[src/rtl/sdinit_pkg.sv]
package sdinit_pkg;
  // command encoding on {cs_n, ras_n, cas_n, we_n}
  typedef enum logic [3:0] {
    CMD_NOP  = 4'b0111,
    CMD_PALL = 4'b0010,
    CMD_MRS  = 4'b0000,
    CMD_REF  = 4'b0001
  } sd_cmd_e;

  typedef enum logic [2:0] {
    ST_IDLE,
    ST_TP,
    ST_GAP,
    ST_TMW,
    ST_REF
  } seq_state_e;

  localparam logic [1:0] SZ_WORD = 2'b01;
endpackage

[src/rtl/sdinit_pwr_timer.sv]
module sdinit_pwr_timer #(
  parameter int CYCLES = 5000
) (
  input  logic clk,
  input  logic rst_n,
  output logic pwr_ok
);
  localparam int CW = $clog2(CYCLES + 1);
  localparam logic [CW-1:0] LIMIT = CW'(CYCLES);

  logic [CW-1:0] cnt_q;

  always_ff @(posedge clk or negedge rst_n) begin
    if (!rst_n) cnt_q <= '0;
    else if (cnt_q != LIMIT) cnt_q <= cnt_q + 1'b1;
  end

  assign pwr_ok = (cnt_q == LIMIT);


  pwr_hold_chk: assert property (@(posedge clk) disable iff (!rst_n)
    pwr_ok |=> pwr_ok);
endmodule

[src/rtl/sdinit_ref_pacer.sv]
module sdinit_ref_pacer #(
  parameter int N_DUMMY    = 8,
  parameter int SHORT_IVL  = 16,
  parameter int NORMAL_IVL = 780
) (
  input  logic clk,
  input  logic rst_n,
  input  logic enable,
  input  logic ack,
  output logic req,
  output logic init_done
);
  localparam int TW = $clog2(NORMAL_IVL + 1);
  localparam int DW = $clog2(N_DUMMY + 1);
  localparam logic [TW-1:0] SHORT_M1  = TW'(SHORT_IVL - 1);
  localparam logic [TW-1:0] NORMAL_M1 = TW'(NORMAL_IVL - 1);
  localparam logic [DW-1:0] DUMMY_LIM = DW'(N_DUMMY);

  logic [TW-1:0] tick_q;
  logic [DW-1:0] dummy_q;
  logic          req_q;
  logic [TW-1:0] ivl_m1;

  assign init_done = (dummy_q == DUMMY_LIM);
  assign ivl_m1    = init_done ? NORMAL_M1 : SHORT_M1;

  always_ff @(posedge clk or negedge rst_n) begin
    if (!rst_n) begin
      tick_q <= '0;
      req_q  <= 1'b0;
    end else if (ack) begin
      req_q <= 1'b0;
    end else if (enable && !req_q) begin
      if (tick_q == ivl_m1) begin
        req_q  <= 1'b1;
        tick_q <= '0;
      end else begin
        tick_q <= tick_q + 1'b1;
      end
    end
  end

  always_ff @(posedge clk or negedge rst_n) begin
    if (!rst_n) dummy_q <= '0;
    else if (ack && !init_done) dummy_q <= dummy_q + 1'b1;
  end

  assign req = req_q;


  req_hold_chk: assert property (@(posedge clk) disable iff (!rst_n)
    (req && !ack) |=> req);

  ack_needs_req_chk: assert property (@(posedge clk) disable iff (!rst_n)
    ack |-> req);

  done_sticky_chk: assert property (@(posedge clk) disable iff (!rst_n)
    init_done |=> init_done);
endmodule

[src/rtl/sdinit_cmd_seq.sv]
module sdinit_cmd_seq
  import sdinit_pkg::*;
#(
  parameter logic [31:0] BASE      = 32'hFFFF_8000,
  parameter int          MODE_BITS = 12,
  parameter int          AP_BIT    = 10
) (
  input  logic                 clk,
  input  logic                 rst_n,
  input  logic                 pwr_ok,
  input  logic                 ref_req,
  input  logic                 cpu_valid,
  input  logic [31:0]          cpu_addr,
  input  logic [1:0]           cpu_size,
  input  logic                 trp_gap,
  output logic                 cpu_ready,
  output logic                 ref_ack,
  output sd_cmd_e              cmd,
  output logic [MODE_BITS-1:0] addr,
  output logic                 err
);
  localparam logic [MODE_BITS-1:0] AP_MASK = MODE_BITS'(1) << AP_BIT;

  seq_state_e           state_q, state_d;
  sd_cmd_e              cmd_q, cmd_d;
  logic [MODE_BITS-1:0] addr_q, addr_d;
  logic [MODE_BITS-1:0] mode_q;
  logic                 err_q;
  logic                 in_window, good, accept, idle;

  assign in_window = (cpu_addr[31:MODE_BITS] == BASE[31:MODE_BITS]);
  assign good      = in_window && (cpu_size == SZ_WORD);
  assign idle      = (state_q == ST_IDLE);
  assign cpu_ready = idle && pwr_ok && !ref_req;
  assign ref_ack   = idle && ref_req;
  assign accept    = cpu_valid && cpu_ready;

  always_comb begin
    state_d = state_q;
    cmd_d   = CMD_NOP;
    addr_d  = '0;
    unique case (state_q)
      ST_IDLE: begin
        if (ref_ack) begin
          state_d = ST_REF;
          cmd_d   = CMD_REF;
        end else if (accept && good) begin
          state_d = ST_TP;
          cmd_d   = CMD_PALL;
          addr_d  = AP_MASK;
        end
      end
      ST_TP: begin
        if (trp_gap) begin
          state_d = ST_GAP;
        end else begin
          state_d = ST_TMW;
          cmd_d   = CMD_MRS;
          addr_d  = mode_q;
        end
      end
      ST_GAP: begin
        state_d = ST_TMW;
        cmd_d   = CMD_MRS;
        addr_d  = mode_q;
      end
      ST_TMW:  state_d = ST_IDLE;
      ST_REF:  state_d = ST_IDLE;
      default: state_d = ST_IDLE;
    endcase
  end

  always_ff @(posedge clk or negedge rst_n) begin
    if (!rst_n) begin
      state_q <= ST_IDLE;
      cmd_q   <= CMD_NOP;
      addr_q  <= '0;
    end else begin
      state_q <= state_d;
      cmd_q   <= cmd_d;
      addr_q  <= addr_d;
    end
  end

  always_ff @(posedge clk or negedge rst_n) begin
    if (!rst_n) mode_q <= '0;
    else if (accept && good) mode_q <= cpu_addr[MODE_BITS-1:0];
  end

  always_ff @(posedge clk or negedge rst_n) begin
    if (!rst_n) err_q <= 1'b0;
    else if (accept && !good) err_q <= 1'b1;
  end

  assign cmd  = cmd_q;
  assign addr = addr_q;
  assign err  = err_q;


  pall_to_mrs_chk: assert property (@(posedge clk) disable iff (!rst_n)
    (cmd_q == CMD_PALL && !trp_gap) |=> (cmd_q == CMD_MRS));

  pall_gap_chk: assert property (@(posedge clk) disable iff (!rst_n)
    (cmd_q == CMD_PALL && trp_gap) |=> (cmd_q == CMD_NOP));

  bad_write_chk: assert property (@(posedge clk) disable iff (!rst_n)
    (accept && !good) |=> (err_q && cmd_q == CMD_NOP));

  ready_after_pwr_chk: assert property (@(posedge clk) disable iff (!rst_n)
    cpu_ready |-> pwr_ok);

  ref_blocks_cpu_chk: assert property (@(posedge clk) disable iff (!rst_n)
    ref_req |-> !cpu_ready);

  busy_after_accept_chk: assert property (@(posedge clk) disable iff (!rst_n)
    (accept && good) |=> !cpu_ready);
endmodule

[src/rtl/sdram_init_seq.sv]
module sdram_init_seq
  import sdinit_pkg::*;
#(
  parameter int          PWR_CYCLES = 5000,
  parameter int          N_DUMMY    = 8,
  parameter int          SHORT_IVL  = 16,
  parameter int          NORMAL_IVL = 780,
  parameter logic [31:0] MODE_BASE  = 32'hFFFF_8000,
  parameter int          MODE_BITS  = 12
) (
  input  logic                 clk,
  input  logic                 rst_n,
  input  logic                 cpu_valid,
  output logic                 cpu_ready,
  input  logic [31:0]          cpu_addr,
  input  logic [1:0]           cpu_size,
  input  logic                 ctl_trp_gap,
  output logic                 sd_cs_n,
  output logic                 sd_ras_n,
  output logic                 sd_cas_n,
  output logic                 sd_we_n,
  output logic [MODE_BITS-1:0] sd_addr,
  output logic                 init_done,
  output logic                 mode_err
);
  logic    pwr_ok, ref_req, ref_ack;
  sd_cmd_e cmd;

  sdinit_pwr_timer #(.CYCLES(PWR_CYCLES)) u_timer (
    .clk(clk), .rst_n(rst_n), .pwr_ok(pwr_ok)
  );

  sdinit_ref_pacer #(
    .N_DUMMY(N_DUMMY), .SHORT_IVL(SHORT_IVL), .NORMAL_IVL(NORMAL_IVL)
  ) u_pacer (
    .clk(clk), .rst_n(rst_n), .enable(pwr_ok), .ack(ref_ack),
    .req(ref_req), .init_done(init_done)
  );

  sdinit_cmd_seq #(.BASE(MODE_BASE), .MODE_BITS(MODE_BITS)) u_seq (
    .clk(clk), .rst_n(rst_n), .pwr_ok(pwr_ok), .ref_req(ref_req),
    .cpu_valid(cpu_valid), .cpu_addr(cpu_addr), .cpu_size(cpu_size),
    .trp_gap(ctl_trp_gap), .cpu_ready(cpu_ready), .ref_ack(ref_ack),
    .cmd(cmd), .addr(sd_addr), .err(mode_err)
  );

  assign {sd_cs_n, sd_ras_n, sd_cas_n, sd_we_n} = cmd;


  cmd_legal_chk: assert property (@(posedge clk) disable iff (!rst_n)
    cmd inside {CMD_NOP, CMD_PALL, CMD_MRS, CMD_REF});
endmodule

[config.mk]
export PLATFORM = sky130hd
export DESIGN_NAME = sdram_init_seq
export DESIGN_NICKNAME = d
export VERILOG_FILES = /design/src/rtl/sdinit_pkg.sv /design/src/rtl/sdinit_pwr_timer.sv /design/src/rtl/sdinit_ref_pacer.sv /design/src/rtl/sdinit_cmd_seq.sv /design/src/rtl/sdram_init_seq.sv
export SDC_FILE = /design/constraint.sdc
export NUM_CORES = 1
export LEC_CHECK = 0
export ABC_AREA = 1
export ABC_CLOCK_PERIOD_IN_PS = 1300
export BUFFER_PORTS_ARGS = -buffer_cell sky130_fd_sc_hd__buf_2
export CAP_MARGIN = 20
export CORE_MARGIN = 4
export CORE_UTILIZATION = 51
export CTS_BUF_LIST = sky130_fd_sc_hd__clkbuf_4
export CTS_CLUSTER_DIAMETER = 60
export DETAILED_ROUTE_END_ITERATION = 10
export PLACE_DENSITY = 0.86
export REMOVE_ABC_BUFFERS = 1
export SYNTH_ARGS = -nofsm -noshare
export SYNTH_HDL_FRONTEND = slang
export SYNTH_SLANG_ARGS = --single-unit
export TNS_END_PERCENT = 20
[constraint.sdc]
create_clock -name clk -period 1.3 [get_ports clk]
set_input_delay 0.26 -clock clk [delete_from_list [all_inputs] [get_ports clk]]
set_output_delay 0.26 -clock clk [all_outputs]
set_load 0.02 [all_outputs]
==> metrics.md, run 1 <==
| Metric | Value |
|---|---|
| Placed Cells incl. Taps | between 500 and 600 |
| Slowest cell on crit path | dfrtp_1 |
| P per Cell Area | 1140 mW/mm2 |
| Min-delay src | cpu_addr[4] |
| Reg2reg path depth | 13 |
| Worst Hold Path EP | u_seq.mode_q[4] |
| Longest Clk Path Bufs | 2 |
| Final hold vios | 0 |
| Pre-antenna DRT Iters | 5 |
| Sequential cell area | ~0.0015 mm2 |
| Yosys top cell by area | dfrtp_1 |
| Synth top area share | between 40 and 50% |
| Post-synthesis register bit count | 59 |
| Final instance area | approximately 0.0040 mm2 |
| CTS tree | done |
| Die W | between 80 and 90 um |
| Clock root buffer master | clkbuf_4 |
| FP Rows | 26 |
| Max VDD drop | about 1 mV |
| GR Overflow Total | 0 |
| Failing checks | setup timing |
| Gpl congestion | ~0.9 |
| H-tree depth | 3 |
| # DRC | 0 |
| First-pass GRT wire length | between 10 and 15 mm |
| Initial core utilization | 53.9% |
| Max-slew violation count | 0 |
| Max_slew headroom | a little over a third |
| Post-DRT Antenna Nets | 0 |
| Filler cells | 307 |
| Core box area | approximately 0.0052 mm2 |
| Max-Cap Viols | 0 |
| Critical path cell sequence | inv_2 -> ha_1 -> nand2_1 -> inv_1 -> nand2_2 -> nor2_4 -> nand2_4 -> buf_4 -> buf_6 -> nor2_4 -> buf_4 -> nand3_1 -> o21ai_0 |
| Synth-to-Final Area Change | 41.9% |
| Min Hold Slack | about 0.048 ns |
| R2R Path End | u_pacer.tick_q[0] |
| Initial antenna violation count | 0 |
| Pre-CTS WS | -0.313 ns |
| Share of layout cells above drive strength 1 | roughly two fifths |
| Multi-input gate area | 0.00129 mm2 |
| DP Area | between 0.003 and 0.004 mm2 |
| Num CTS Buffers | 9 |
| DRT Wirelength | approximately 8.8 mm |
| Area contributors post-synth | dfrtp_1 50%, nand2_1 14%, inv_1 5.9% |
| Status | complete, but fails checks |
| DR vias | 2,791 |
| Clk slew on worst S/H paths | 0.11 ns |
| Crit start category | flop |
| Hold WC Path Type | in -> reg |
| CP max FO | 4 |
| Synth Area per Inst | around 8.4 um2 |
| # setup viols final | 45 |
| Critical Path Max Stage Delay | 0.42 ns |
| WS Path Type | reg -> reg |
| Port bufs | 55 |
| Worst slew pin tran | between 0.9 and 1 ns |
| Die Ht | between 80 and 90 um |
| Mapped cell area | 0.00282 mm2 |
| Hpwl dp | around 4.9 mm |
| Leak Pwr | approximately 0.0021 uW |
| Kind of end point of the critical path | flop |
| RSZ-0062 raised after global routing | true |
| Pin count of the biggest net entering global routing | 60 |
| Flop2flop setup slack | -0.60 ns |
| Sequential fraction of the synthesis area | between 50 and 60% |
| Boundary Pins | 57 |
| Hold Path Depth | 3 |
| CTS sink cnt | 59 |
| Final Non-Filler Cells | between 500 and 600 |
| Vias per inst | 5.26 |
| Post-synthesis cell count | roughly 340 |
| Launch point of the worst reg-to-reg path | u_timer.cnt_q[1] |
| Clk_skew | around 0.018 ns |
| Total GRT Usage | 25.4% |
| Period minus WS final | approximately 1.9 ns |
| # nets final | roughly 500 |
| F_max | about 530 MHz |
| Die area | approximately 0.0068 mm2 |
| Drt wl/cell | ~17 um |
| Vias in the first global route | roughly 2,800 |
| Clk_lat worst skew | ~0.41 ns |
| Pwr Total | around 4600 uW |
| Yosys cell types | 27 |
| WP data arrival | 2.20 ns |
| Ant. Diodes | 0 |
| Worst path required time | around 1.6 ns |
| Worst setup margin | -0.599 ns |
| Ys Warns | 0 |
| Final worst-path cycle share | 146% |
| Iteration-0 DRC Markers | between 200 and 300 |
==> Yosys cell counts <==
cell type and n:
xor2_1 15, clkbuf_1 1, nand3_1 15, buf_6 2, nor2_2 2, inv_2 4, nand3_2 1, nand2_1 102
inv_1 44, a21oi_2 1, nor2_4 5, nand2_4 1, dfrtp_1 56, o21ai_0 9, nor2_1 42, o21ai_1 4
ha_1 5, nand2_2 2, nand3b_1 1, buf_4 1, nor3_1 6, o21bai_1 1, nand4_2 1, dfstp_2 3
conb_1 1, xnor2_1 5, nand4_1 6
==> worst max-delay path: cells and delay by family, from the launching register on <==
family,cells,cell delay (ns)
AO/OA/AOI/OAI,1,0.14
adder cells (fa/ha/maj),1,0.13
buffers and inverters,5,0.55
flip-flops,1,0.42
AND/OR/NAND/NOR,6,0.56
==> layout make-up <==
type	instances	share of cell area, %
inverter	48	4.62
multi-input combinational	227	32.3
clock inverter	7	2.90
timing repair buffer	110	19.2
clock buffer	9	1.69
sequential	59	36.9
timing repair inverter	1	0.125
tap	70	2.19
==> where the power goes <==
group,total (uW),switching (uW),internal [uW]
clock network,1700,728,969
registers,1990,48.4,1940
logic,888,557,331
==> kinds of logic (layout without fill, tap and decap cells) <==
family / after synthesis / in the layout / synth area share [%]
AND/OR/NAND/NOR: 184 / 186 / 28.5
flip-flops: 59 / 59 / 52.4
buffers and inverters: 52 / 175 / 7.58
XOR/XNOR: 20 / 20 / 6.21
AO/OA/AOI/OAI: 15 / 15 / 2.88
adder cells (fa/ha/maj): 5 / 5 / 2.22
other: 1 / 1 / 0.133
==> state kept, by name, indices dropped and copies added (netlist names) <==
name	flops
u_timer.cnt_q	13
u_seq.mode_q	12
u_seq.addr	12
u_seq.cmd	3
u_pacer.tick_q	10
u_pacer.dummy_q	4
u_seq.state_q	3
u_pacer.req	1
u_seq.err	1
==> cells in the final DEF (no fill, tap or decap), types with 4 or more instances in the layout <==
cell type | Yosys | final
inv_2 | 4 | 8
nand3_1 | 15 | 14
clkbuf_4 | 0 | 9
xnor2_1 | 5 | 5
nand2_1 | 102 | 91
nand2_2 | 2 | 10
buf_4 | 1 | 46
o21ai_1 | 4 | 8
buf_2 | 0 | 50
xor2_1 | 15 | 15
nor2_1 | 42 | 38
buf_6 | 2 | 11
dfrtp_1 | 56 | 56
nand2_4 | 1 | 4
nor2_4 | 5 | 9
inv_1 | 44 | 39
nand4_1 | 6 | 6
==> per-stage QoR <==
step | util [%] | setup TNS (ns)
2_1_floorplan | - | -7.22
3_3_place_gp | 67.0 | -5.90
4_1_cts | 73.8 | -9.43
6_report | 76.5 | -15.16
5_1_grt | 76.5 | -19.49
3_5_place_dp | 67.0 | -8.28
==> worst max path at each step <==
| stage | cells past startpoint | start | end | slack (ns) |
|---|---|---|---|---|
| 5_1_grt | 13 | u_timer.cnt_q[1] | u_pacer.tick_q[2] | -0.71 |
| 3_3_place_gp | 11 | u_timer.cnt_q[1] | u_seq.mode_q[2] | -0.24 |
| 4_1_cts | 9 | u_timer.cnt_q[1] | cpu_ready | -0.55 |
| 3_5_place_dp | 11 | u_timer.cnt_q[1] | u_seq.mode_q[5] | -0.31 |
| 2_1_floorplan | 8 | u_pacer.dummy_q[0] | u_pacer.tick_q[4] | -0.31 |
| 6_report | 13 | u_timer.cnt_q[1] | u_pacer.tick_q[0] | -0.60 |
==> layer usage <==
| layer | wire length [um] | vias up | global-route usage (%) |
|---|---|---|---|
| met4 | 438 | 0 | 13.5 |
| met2 | 4450 | 168 | 43.6 |
| met5 | 0 | - | 0 |
| met3 | 651 | 44 | 6.72 |
| li1 | - | 1270 | - |
| met1 | 3270 | 1309 | 28.9 |
==> timing repair <==
item                                    in CTS  in global routing
hold buffers                                 1                  0
gates cloned                                 1                  2
hold endpoints to repair                    56                  0
pin swaps                                    7                 10
buffers inserted                             5                  5
resized for setup                           37                 29
endpoints found under the setup margin      54                 57
No activity file was read; power rests on OpenSTA's default activity.
==> run 2: changes to the inputs <==
--- a/config.mk
+++ b/config.mk
@@ -9,9 +9,10 @@
 export ABC_CLOCK_PERIOD_IN_PS = 1300
 export BUFFER_PORTS_ARGS = -buffer_cell sky130_fd_sc_hd__buf_2
 export CAP_MARGIN = 20
+export CORE_ASPECT_RATIO = 0.9
 export CORE_MARGIN = 4
 export CORE_UTILIZATION = 51
-export CTS_BUF_LIST = sky130_fd_sc_hd__clkbuf_4
+export CTS_BUF_LIST = sky130_fd_sc_hd__clkbuf_8
 export CTS_CLUSTER_DIAMETER = 60
 export DETAILED_ROUTE_END_ITERATION = 10
 export PLACE_DENSITY = 0.86
==> run 2 against run 1 <==
Against the previous run: the run still ends with setup timing left; sequential share of layout area decreased by 0.48 points; fmax grew 4.1%; core utilization down 0.16 points; clock-buffer cell count rose by 1; register-to-register slack improved by 0.11 ns; sequential power about the same; sequential cell count unchanged; setup slack better by 0.075 ns; total power is 1.8% higher; global-route usage decreased by 2.3 points; critical path depth fell by 4; clock power about the same; critical endpoint is now cpu_ready.
==> metrics.md, run 2 (synthesized netlist as in run 1, its figures left out) <==
| Metric | Value |
|---|---|
| Slowest cell on crit path | dfrtp_1 (unchanged) |
| Pwr Total | 4660 uW (was 4580 uW) |
| Boundary Pins | 57 (unchanged) |
| R2R Path End | u_pacer.tick_q[8] (was u_pacer.tick_q[0]) |
| Hold Path Depth | 3 (unchanged) |
| Ant. Diodes | 0 (unchanged) |
| Launch point of the worst reg-to-reg path | u_timer.cnt_q[1] (unchanged) |
| Commonest cells after routing, fill and taps aside | 88 x nand2_1, 56 x dfrtp_1, 50 x buf_2 (was 91 x nand2_1, 56 x dfrtp_1, 50 x buf_2) |
| Die W | 86.4 um (was 82.4 um) |
| First-pass GRT wire length | 12.1 mm (was 12.8 mm) |
| Worst path required time | 1.04 ns (was 1.61 ns) |
| F_max | 548 MHz (was 527 MHz) |
| Kind of end point of the critical path | output port (was flop) |
| H-tree depth | 3 (unchanged) |
| Final worst-path cycle share | 140% (was 146%) |
| Most common cell after layout, fill and taps aside | nand2_1 (unchanged) |
| Hold WC Path Type | in -> reg (unchanged) |
| Share of layout cells above drive strength 1 | 40.4% (was 38.4%) |
| Port bufs | 55 (unchanged) |
| Largest register by flop count | u_timer.cnt_q (unchanged) |
| Initial antenna violation count | 0 (unchanged) |
| Clk_lat worst skew | 0.34 ns (was 0.41 ns) |
| # setup viols final | 39 (was 45) |
| Pre-antenna DRT Iters | 4 (was 5) |
| Final hold vios | 0 (unchanged) |
| Pin count of the biggest net entering global routing | 60 (unchanged) |
| RSZ-0062 raised after global routing | true (unchanged) |
| Num CTS Buffers | 9 (unchanged) |
| Placed Cells incl. Taps | 499 (was 501) |
| Final Non-Filler Cells | 527 (was 531) |
| WP data arrival | 1.56 ns (was 2.20 ns) |
| Clk slew on worst S/H paths | 0.07 ns (was 0.11 ns) |
| CTS sink cnt | 59 (unchanged) |
| Die area | 0.00679 mm2 (about the same) |
| Period minus WS final | 1.82 ns (was 1.90 ns) |
| GR Overflow Total | 0 (unchanged) |
| Die Ht | 78.6 um (was 82.4 um) |
| FP Rows | 25 (was 26) |
| Longest Clk Path Bufs | 2 (unchanged) |
| Min-delay src | cpu_addr[6] (was cpu_addr[4]) |
| Critical path cell sequence | inv_2 -> ha_4 -> nand2_2 -> inv_2 -> nand2_2 -> nor2_4 -> nand2_4 -> nor2_4 -> buf_6 (was inv_2 -> ha_1 -> nand2_1 -> inv_1 -> nand2_2 -> nor2_4 -> nand2_4 -> buf_4 -> buf_6 -> nor2_4 -> buf_4 -> nand3_1 -> o21ai_0) |
| Worst Hold Path EP | u_seq.mode_q[6] (was u_seq.mode_q[4]) |
| Max-slew violation count | 0 (unchanged) |
| # DRC | 0 (unchanged) |
| DRT Wirelength | 7.74 mm (was 8.82 mm) |
| DR vias | 2,664 (was 2,791) |
| # nets final | 498 (was 499) |
| Vias in the first global route | 2,633 (was 2,776) |
| Status | complete, but fails checks (unchanged) |
| Max-Cap Viols | 0 (unchanged) |
| Post-DRT Antenna Nets | 0 (unchanged) |
| Clock root buffer master | clkbuf_8 (was clkbuf_4) |
| Leak Pwr | 0.00210 uW (about the same) |
| DP Area | 0.00351 mm2 (about the same) |
| Crit start category | flop (unchanged) |
| CP max FO | 2 (was 4) |
| CTS tree | done (unchanged) |
| Initial core utilization | 53.1% (was 53.9%) |
| Gpl congestion | 0.826 (was 0.910) |
| Core box area | 0.00532 mm2 (was 0.00524 mm2) |
| Clk_skew | 0.00736 ns (was 0.0176 ns) |
| Vias per inst | 5.06 (was 5.26) |
| Failing checks | setup timing (unchanged) |
| Drt wl/cell | 14.7 um (was 16.6 um) |
| Pre-CTS WS | -0.362 ns (was -0.313 ns) |
| Iteration-0 DRC Markers | 205 (was 261) |
| Final instance area | 0.00406 mm2 (was 0.00401 mm2) |
| Max_slew headroom | 41.7% (was 36.6%) |
| Max VDD drop | 0.873 mV (was 1.02 mV) |
| Synth-to-Final Area Change | 43.8% (was 41.9%) |
| Worst slew pin tran | 0.868 ns (was 0.944 ns) |
| WS Path Type | reg -> out (was reg -> reg) |
| Worst setup margin | -0.524 ns (was -0.599 ns) |
| Hpwl dp | 4.89 mm (was 4.85 mm) |
| Reg2reg path depth | 13 (unchanged) |
| Largest register FFs | 13 (unchanged) |
| Total GRT Usage | 23.1% (was 25.4%) |
| Flop2flop setup slack | -0.49 ns (was -0.60 ns) |
| Critical Path Max Stage Delay | 0.40 ns (was 0.42 ns) |
| P per Cell Area | 1150 mW/mm2 (was 1140 mW/mm2) |
[run 2: layer usage]
metal	GRT usage, %	up-vias	wire (um)
met2	39.4	108	4050
met3	7.76	31	500
met5	0	-	0
met1	26.7	1264	2960
met4	8.88	0	232
li1	-	1261	-
[run 2: cell type report]
class | count | area, um2
clock inverter | 6 | 65.1
timing repair buffer | 110 | 782
sequential | 59 | 1480
inverter | 48 | 188
multi-input combinational | 226 | 1320
tap | 67 | 83.8
timing repair inverter | 1 | 6.26
clock buffer | 10 | 138
fill | 319 | 1260
[run 2: worst max-delay path by stage]
stage / from / to / slack [ns] / cells past startpoint
4_1_cts: u_timer.cnt_q[1] / cpu_ready / -0.51 / 9
3_3_place_gp: u_timer.cnt_q[1] / u_seq.mode_q[3] / -0.24 / 11
5_1_grt: u_timer.cnt_q[1] / cpu_ready / -0.59 / 9
2_1_floorplan: u_pacer.dummy_q[0] / u_pacer.tick_q[4] / -0.31 / 8
3_5_place_dp: u_timer.cnt_q[1] / u_seq.mode_q[5] / -0.36 / 11
6_report: u_timer.cnt_q[1] / cpu_ready / -0.52 / 9
[run 2: power breakdown]
group / switching [uW] / internal, uW / total [uW]
combinational: 549 / 402 / 951
clock: 776 / 936 / 1710
sequential: 51.0 / 1950 / 2000
total: 1380 / 3280 / 4660
[run 2: repair_timing]
item,CTS,global route
hold buffers,1,0
endpoints found under the hold margin,56,0
resized for setup,34,45
setup buffers,6,3
setup endpoints to repair,54,57
pin swaps,5,8
gates cloned,1,1
[run 2: critical path, delay by kind of cell (launching register included)]
family	cells	cell delay [ns]
simple gates	5	0.42
fa+ha+maj	1	0.13
flops	1	0.40
buf+inv	3	0.27
[run 2: metrics by stage]
step | setup TNS, ns | hold slack [ns] | util (%)
floorplan | -7.22 | -0.0356 | -
global placement | -5.82 | 0.284 | 66.0
detailed placement | -9.63 | 0.289 | 66.0
CTS | -9.67 | 0.0978 | 72.9
global route | -14.72 | 0.0974 | 76.3
finish | -11.89 | 0.113 | 76.3
